`src/rtl/rrip_pkg.sv`:
```
package rrip_pkg;
    typedef enum logic [1:0] {
        ST_IDLE  = 2'd0,
        ST_AGE   = 2'd1,
        ST_FOUND = 2'd2
    } repl_state_e;
endpackage

```
`src/rtl/rrip_way_ctr.sv`:
```
module rrip_way_ctr #(
    parameter int RRPV_W = 2
) (
    input  logic              clk,
    input  logic              rst_n,
    input  logic              hit_sel,
    input  logic              fill_sel,
    input  logic [RRPV_W-1:0] fill_val,
    input  logic              age_en,
    output logic [RRPV_W-1:0] val
);
    localparam logic [RRPV_W-1:0] RRPV_MAX = {RRPV_W{1'b1}};

    // fill wins over hit, hit wins over aging
    always_ff @(posedge clk) begin
        if (!rst_n)                        val <= RRPV_MAX;
        else if (fill_sel)                 val <= fill_val;
        else if (hit_sel)                  val <= '0;
        else if (age_en && val != RRPV_MAX) val <= val + 1'b1;
    end

    AST_HIT_CLEARS: assert property (@(posedge clk) disable iff (!rst_n)
        hit_sel && !fill_sel |=> val == '0);
    AST_FILL_WRITES: assert property (@(posedge clk) disable iff (!rst_n)
        fill_sel |=> val == $past(fill_val));
    AST_AGE_STEP: assert property (@(posedge clk) disable iff (!rst_n)
        age_en && !hit_sel && !fill_sel |=> val == RRPV_W'($past(val) + 1'b1));
    AST_AGE_NO_WRAP: assert property (@(posedge clk) disable iff (!rst_n)
        age_en |-> val != RRPV_MAX);
endmodule

```
`src/rtl/rrip_victim_pick.sv`:
```
module rrip_victim_pick #(
    parameter int NUM_WAYS = 16,
    localparam int WAY_W = $clog2(NUM_WAYS)
) (
    input  logic [NUM_WAYS-1:0] distant,
    output logic                found,
    output logic [WAY_W-1:0]    idx
);
    always_comb begin
        idx = '0;
        for (int i = NUM_WAYS - 1; i >= 0; i--) begin
            if (distant[i]) idx = WAY_W'(i);
        end
        found = |distant;
    end
endmodule

```
`src/rtl/rrip_set_repl.sv`:
```
module rrip_set_repl
    import rrip_pkg::*;
#(
    parameter int NUM_WAYS = 16,
    parameter int RRPV_W   = 2,
    localparam int WAY_W   = $clog2(NUM_WAYS)
) (
    input  logic              clk,
    input  logic              rst_n,
    input  logic              hit_vld,
    input  logic [WAY_W-1:0]  hit_way,
    input  logic              fill_vld,
    input  logic [WAY_W-1:0]  fill_way,
    input  logic [RRPV_W-1:0] fill_rrpv,
    input  logic              vic_req,
    output logic              vic_vld,
    output logic [WAY_W-1:0]  vic_way
);
    localparam logic [RRPV_W-1:0] RRPV_MAX = {RRPV_W{1'b1}};

    repl_state_e          state, state_nxt;
    logic [RRPV_W-1:0]    way_val [NUM_WAYS];
    logic [NUM_WAYS-1:0]  distant;
    logic                 any_distant;
    logic [WAY_W-1:0]     pick_idx;
    logic                 age_en;

    assign age_en = (state == ST_AGE) && vic_req && !any_distant;

    for (genvar g = 0; g < NUM_WAYS; g++) begin : g_way
        rrip_way_ctr #(.RRPV_W(RRPV_W)) u_way (
            .clk      (clk),
            .rst_n    (rst_n),
            .hit_sel  (hit_vld  && (hit_way  == WAY_W'(g))),
            .fill_sel (fill_vld && (fill_way == WAY_W'(g))),
            .fill_val (fill_rrpv),
            .age_en   (age_en),
            .val      (way_val[g])
        );
        assign distant[g] = (way_val[g] == RRPV_MAX);
    end

    rrip_victim_pick #(.NUM_WAYS(NUM_WAYS)) u_pick (
        .distant (distant),
        .found   (any_distant),
        .idx     (pick_idx)
    );

    // state register
    always_ff @(posedge clk) begin
        if (!rst_n) state <= ST_IDLE;
        else        state <= state_nxt;
    end

    // transitions
    always_comb begin
        state_nxt = state;
        unique case (state)
            ST_IDLE:  if (vic_req) state_nxt = any_distant ? ST_FOUND : ST_AGE;
            ST_AGE:   if (!vic_req) state_nxt = ST_IDLE;
                      else if (any_distant) state_nxt = ST_FOUND;
            ST_FOUND: if (!vic_req) state_nxt = ST_IDLE;
                      else if (!any_distant) state_nxt = ST_AGE;
            default:  state_nxt = ST_IDLE;
        endcase
    end

    // outputs
    always_comb begin
        vic_vld = (state == ST_FOUND) && any_distant;
        vic_way = pick_idx;
    end

    AST_VICTIM_DISTANT: assert property (@(posedge clk) disable iff (!rst_n)
        vic_vld |-> way_val[vic_way] == RRPV_MAX);
    AST_VICTIM_LOWEST: assert property (@(posedge clk) disable iff (!rst_n)
        vic_vld |-> (distant & ((NUM_WAYS'(1) << vic_way) - NUM_WAYS'(1))) == '0);
    AST_DROP_TO_IDLE: assert property (@(posedge clk) disable iff (!rst_n)
        !vic_req |=> state == ST_IDLE);
    AST_IDLE_NO_VALID: assert property (@(posedge clk) disable iff (!rst_n)
        !$past(vic_req) |-> !vic_vld);
endmodule

```
`config.mk`:
```
export PLATFORM = sky130hd
export DESIGN_NAME = rrip_set_repl
export DESIGN_NICKNAME = d
export VERILOG_FILES = /design/src/rtl/rrip_pkg.sv /design/src/rtl/rrip_way_ctr.sv /design/src/rtl/rrip_victim_pick.sv /design/src/rtl/rrip_set_repl.sv
export SDC_FILE = /design/constraint.sdc
export NUM_CORES = 1
export LEC_CHECK = 0
export BUFFER_PORTS_ARGS = -buffer_cell sky130_fd_sc_hd__buf_2
export CAP_MARGIN = 15
export CORE_MARGIN = 2
export CORE_UTILIZATION = 54
export DETAILED_ROUTE_END_ITERATION = 10
export GPL_TIMING_DRIVEN = 0
export PLACE_DENSITY = 0.74
export SLEW_MARGIN = 5
export SYNTH_ARGS = -nofsm -noshare
export SYNTH_HDL_FRONTEND = slang
export SYNTH_SLANG_ARGS = --single-unit
```
`constraint.sdc`:
```
create_clock -name clk -period 6.1 [get_ports clk]
set_input_delay 0.305 -clock clk [delete_from_list [all_inputs] [get_ports clk]]
set_output_delay 0.305 -clock clk [all_outputs]
set_load 0.05 [all_outputs]
```
# == After elaboration in Yosys (flattened, before gate mapping) ==
# Cells that the tools add are included.
# word_totals
ff_bits,34
input_bits,15
output_inout_bits,5
elab_cells,244
# classes
addsub,16
eq_ne,67
n_mux,71
n_reduce_logical,73
# ops
op,count
2-bit 2-to-1 mux,54
"4-bit equality test, second input constant",16
4-bit 2-to-1 mux,16
1-bit logical AND,51
3-bit nonzero test,16
"2-bit equality test, second input constant",17
"2-bit inequality test, second input constant",17
"2-bit by 1-bit adder with 2-bit output, second input constant",16
"4-bit by 3-bit equality test with 1-bit output, second input constant",8
"4-bit by 2-bit equality test with 1-bit output, second input constant",4
16-bit OR reduction,1
"4-bit by 1-bit equality test with 1-bit output, second input constant",2
4-bit zero test,2
"3-bit inequality test, second input constant",2
2-bit case mux with 3 select lines,1
3-bit AND reduction,1
"2-bit by 1-bit equality test with 1-bit output, second input constant",1
2-bit zero test,1
1-bit zero test,1

# == Logic depth before layout (Yosys ltp) ==
# logic_depth
ltp_word,17
mapped_depth,7
mapped_depth_nobuf,6

# == Hierarchy ==
# A second synthesis with hierarchy kept.
# unflattened
hier_cells,296
area_unflattened_um2,2573.7
# by_module_without_submodules
module,n_inst,cells_each,area_each_um2,seq_area_each_um2
rrip_way_ctr,16,12,123.9,40.0
rrip_set_repl,1,70,415.4,40.0
rrip_victim_pick,1,34,176.4,0.0

# == Least setup slack after synthesis ==
# No wires, ideal clock.
# synth_path
kind,reg-to-output
startpoint,reg g_way[13].u_way.val[0]
endpoint,out vic_way[1]
arrival_time_ns,2.159
required_time_ns,5.795
slack_ns,3.636
stages_incl_launch_ff,7
n_path_buf,0
path_cell_list,dfxtp_1 -> ha_1 -> nor2_1 -> o21ai_0 -> a211oi_1 -> o31ai_1 -> a211oi_1
# synth_via
elab_chain_cells,15
# synth_lines
item,line_no,source
"start, declared",rrip_way_ctr.sv:10,output logic [RRPV_W-1:0] val
"start signal, assigned",rrip_way_ctr.sv:17,else if (fill_sel) val <= fill_val;
"start signal, assigned",rrip_way_ctr.sv:19,else if (age_en && val != RRPV_MAX) val <= val + 1'b1;
2-bit equality test,rrip_set_repl.sv:40,assign distant[g] = (way_val[g] == RRPV_MAX);
4-bit 2-to-1 mux (14 in series),rrip_victim_pick.sv:12,if (distant[i]) idx = WAY_W'(i);
"end, declared",rrip_set_repl.sv:17,output logic [WAY_W-1:0] vic_way
# No other way between the ends.

# == Final worst setup path ==
# layout_path
startpoint,reg g_way[15].u_way.val[0]
endpoint,reg g_way[13].u_way.val[1]
# layout_via
elab_chain_cells,6
# layout_lines
item,line_no,source
"start, declared",rrip_way_ctr.sv:10,
"start signal, assigned",rrip_way_ctr.sv:17,
"start signal, assigned",rrip_way_ctr.sv:19,
2-bit equality test,rrip_set_repl.sv:40,
16-bit OR reduction,rrip_victim_pick.sv:14,found = |distant;
1-bit zero test,--,
1-bit logical AND,rrip_set_repl.sv:28,assign age_en = (state == ST_AGE) && vic_req && !any_distant;
1-bit logical AND,rrip_way_ctr.sv:19,
3-bit nonzero test (no source line),--,
# No other way between the ends.
# A chain may end at the register's enable or synchronous reset.

==> results.tsv <==
stage	metric	value	unit
outcome	status	finished clean	
clock_network	CTS buffer count	5	
layout	post-route cell area	0.002252	mm²
power_and_ir_drop	Leak	0.7866	nW
layout	final net count	268	
worst_setup_path	cell depth of the worst setup path	7	
timing	Slew Viols, Final	0	
logic_synthesis	Synth Area in Simple Gates	15.93	%
logic_synthesis	Synth top area share	33.85	%
logic_synthesis	Netlist Area Pre-Place	0.002011	mm²
placement	PortBufs	18	
logic_synthesis	synthesized instance count	212	
clock_network	clock edge transition at the registers on the reported setup and hold paths	70	ps
logic_synthesis	Post-Synth XOR/XNOR Area	6.970	%
timing	worst-margin pin slew	587.4	ps
timing	fin crit share	38.75	%
placement	cell area after placement	0.002161	mm²
power_and_ir_drop	switching pwr	0.1291	mW
timing	setup TNS	0	ps
grt	first-pass GRT wire length	7.624	mm
drt	1st-pass router iterations	4	
power_and_ir_drop	sw frac	27.07	%
worst_setup_path	Critical Path Sink Type	register	
logic_synthesis	post-synthesis average cell area	9.484	µm²
logic_synthesis	Yosys Warn Count	0	
logic_synthesis	Synth Area in Compound Gates	21.59	%
drt	Final ANT Viol Nets	0	
worst_setup_path	CP max stage delay	440	ps
worst_setup_path	critical path launch point	g_way[15].u_way.val[0]	
power_and_ir_drop	clock power share	36.2	%
power_and_ir_drop	total power	0.4768	mW
drt	Wirelength per Cell	16.15	µm
worst_setup_path	R2R Path End	g_way[13].u_way.val[1]	
timing	Finish-stage setup viols	0	
placement	Final GP Congestion	0.8332	
clock_network	cts hold-fix bufs	0	
worst_setup_path	Buf+Inv Stages, Crit Path	1	
placement	Cells after DPL	278	
clock_network	Sink Count	34	
grt	pin count of the biggest net entering global routing	11	
worst_setup_path	Arr. time, crit path	2500	ps
clock_network	root buffer cell	clkbuf_8	
logic_synthesis	Yosys top cell by area	dfxtp_1	
drt	vias	1753	
logic_synthesis	post-synthesis register bit count	34	
logic_synthesis	Netlist cell types	33	
worst_setup_path	CP Max Fanout	10	
floorplanning	die area	0.004228	mm²
worst_setup_path	reg2reg path depth	7	
timing	unrepaired setup endpoints after global routing	false	
layout	layout cells sized above 1	14.29	%
logic_synthesis	top cells by area, synth	dfxtp_1 34%, o221ai_1 14%, ha_1 10%, mux2i_1 8.0%, xnor2_1 7.0%	
power_and_ir_drop	Peak VDD IR	132.9	µV
flow_run	number of max-cap violations	0	
layout	Layout area overhead	12.01	%
worst_setup_path	CP Class	register to register	
logic_synthesis	Post-Synth Adder-Cell Area	9.956	%
timing	Final min period	2364	ps
power_and_ir_drop	Gate power share	14.1	%
clock_network	CTS resizes	0	
grt	vias in the first global route	1619	
drt	drt drc	0	
worst_setup_path	crit path capture	g_way[13].u_way.val[1]	
worst_setup_path	crit-path leading delay family	simple AND/OR/NAND/NOR gates	
clock_network	# H-tree levels	2	
logic_synthesis	largest family of logic cells by synthesized area	compound AO/OA/AOI/OAI gates	
floorplanning	num ports	20	
worst_setup_path	crit path cell chain	ha_1 -> nor4_2 -> nand4_1 -> nor3_4 -> buf_6 -> mux2i_1 -> o221ai_1	
timing	final hold violations	0	
placement	dpl hpwl	3.496	mm
floorplanning	Starting Density	55.34	%
floorplanning	row cnt	22	
worst_setup_path	Crit-path slowest cell	nor4_2	
clock_network	TritonCTS clock tree	built	
clock_network	Post-CTS Setup Repair Bufs	0	
worst_setup_path	reg2reg setup slack	3740	ps
logic_synthesis	multiplexer area fraction after synthesis	7.965	%
floorplanning	Die W	65.02	µm
drt	DRT iter0 DRCs	94	
power_and_ir_drop	Flop pwr share	49.7	%
power_and_ir_drop	Power Density	211.7	mW/mm²
grt	grt ovf	0	
logic_synthesis	register area share after synthesis	33.85	%
worst_setup_path	data required time of the worst path	6230	ps
min_path	Hold WC Path Type	input pin to register	
power_and_ir_drop	Int Pwr	0.3478	mW
timing	Max Clk Rate	423.1	MHz
logic_synthesis	Net Count, Synth	243	
floorplanning	core area	0.003633	mm²
drt	WL final	4.618	mm
grt	total track usage	23.76	%
layout	Layout Cells excl Fill	286	
layout	ant diodes	0	
floorplanning	Die Y	65.02	µm
drt	via/cell ratio	6.129	
grt	antenna violations before repair	0	
clock_network	Max clock buf depth	2	
timing	Slew headroom	60.75	%
clock_network	Skew-Pair Late Insertion Delay	290	ps
worst_setup_path	R2R Path Start	g_way[15].u_way.val[0]	
worst_setup_path	Startpoint Class	register	
timing	Clock Skews	7.620	ps
[power by group through the flow]
stage	clock network, mW	registers [mW]	logic [mW]
detailed placement	0	0.242	0.0665
CTS	0.174	0.237	0.0668
floorplan	0	0.241	0.0465
global placement	0	0.241	0.0657
global route	0.185	0.237	0.0750
finish	0.173	0.237	0.0674
[stage by stage]
| stage | utilization [%] | hold slack (ps) | worst slack [ps] |
|---|---|---|---|
| 2_1_floorplan | - | 454.6 | 3636 |
| 3_3_place_gp | 59.47 | 545.4 | 3742 |
| 3_5_place_dp | 59.47 | 553.1 | 3747 |
| 4_1_cts | 61.98 | 268.6 | 3718 |
| 5_1_grt | 61.98 | 278.5 | 3529 |
| 6_report | 61.98 | 271.2 | 3736 |
[metal layers]
| layer | track usage [%] | share of wire, % |
|---|---|---|
| met5 | 0 | 0 |
| met4 | 9.375 | 2.0 |
| met3 | 5.208 | 5.9 |
| met2 | 38.14 | 46 |
| met1 | 31.06 | 46 |
[layout by cell type, fill, tap and decap left out, types with 2 or more instances in the layout]
| cell | instances |
|---|---|
| buf_6 | 3 |
| buf_2 | 18 |
| nand3_1 | 6 |
| o221ai_1 | 32 |
| xnor2_1 | 16 |
| a211oi_1 | 2 |
| clkbuf_1 | 6 |
| nor4_2 | 3 |
| nand3b_1 | 2 |
| inv_1 | 5 |
| nor2_1 | 10 |
| dfxtp_1 | 34 |
| nand2_1 | 19 |
| ha_1 | 16 |
| o21ai_0 | 17 |
| nor2b_1 | 3 |
| clkbuf_8 | 6 |
| nand2b_1 | 3 |
| mux2i_1 | 16 |
| nor3b_1 | 2 |
| a21oi_1 | 4 |
[worst min-delay path by stage]
stage / start / to / slack [ps] / cells after the start
final: vic_req / state[0] / 270 / 3
after global routing: vic_req / state[0] / 280 / 3
after CTS: vic_req / state[0] / 270 / 3
after detailed placement: g_way[0].u_way.val[1] / g_way[0].u_way.val[1] / 550 / 2
after global placement: g_way[9].u_way.val[1] / g_way[9].u_way.val[1] / 550 / 2
after floorplan: vic_req / state[0] / 450 / 2
[final cells by class]
| cell class | count | area (µm²) |
|---|---|---|
| fillers | 324 | 1381 |
| clock inverters | 1 | 5.005 |
| flip-flops and latches | 34 | 680.7 |
| clock buffers | 7 | 86.33 |
| well taps | 48 | 60.06 |
| repair buffers | 18 | 90.09 |
| inverters | 5 | 18.77 |
| plain buffers | 9 | 56.30 |
| multi-input cells | 164 | 1255 |
[worst min-delay path: stages]
cell and delay [ps]:
buf_2 100, nand3_1 80, nor2_1 40
[synthesized netlist by cell type (all sizes together)]
library cell,instances
ha,16
nand2b,3
and3,1
o22ai,1
o21ai,18
a21oi,4
or2,1
clkbuf,5
nand3b,2
mux2i,16
nor3b,2
nor4,5
nor3,2
a21boi,1
dfxtp,34
xnor2,16
nand2,19
nor2,10
nor2b,3
nand3,6
buf,4
o221ai,32
a211oi,2
o21bai,1
nand4,1
o31ai,1
inv,5
or3b,1
[state kept, by name, summed over array words and instances, names as in the netlist]
register and flops:
g_way.u_way.val 32, state 2
[cell families (layout without fill, tap and decap cells)]
family	count (synthesis)	count (layout)
AOI/OAI and AO/OA	60	60
muxes	16	16
xor gates and xnor gates	16	16
adders and majority gates	16	16
and+or+nand+nor	56	56
DFF	34	34
buffers and inverters	14	40
No activity file was read; power rests on OpenSTA's default activity.
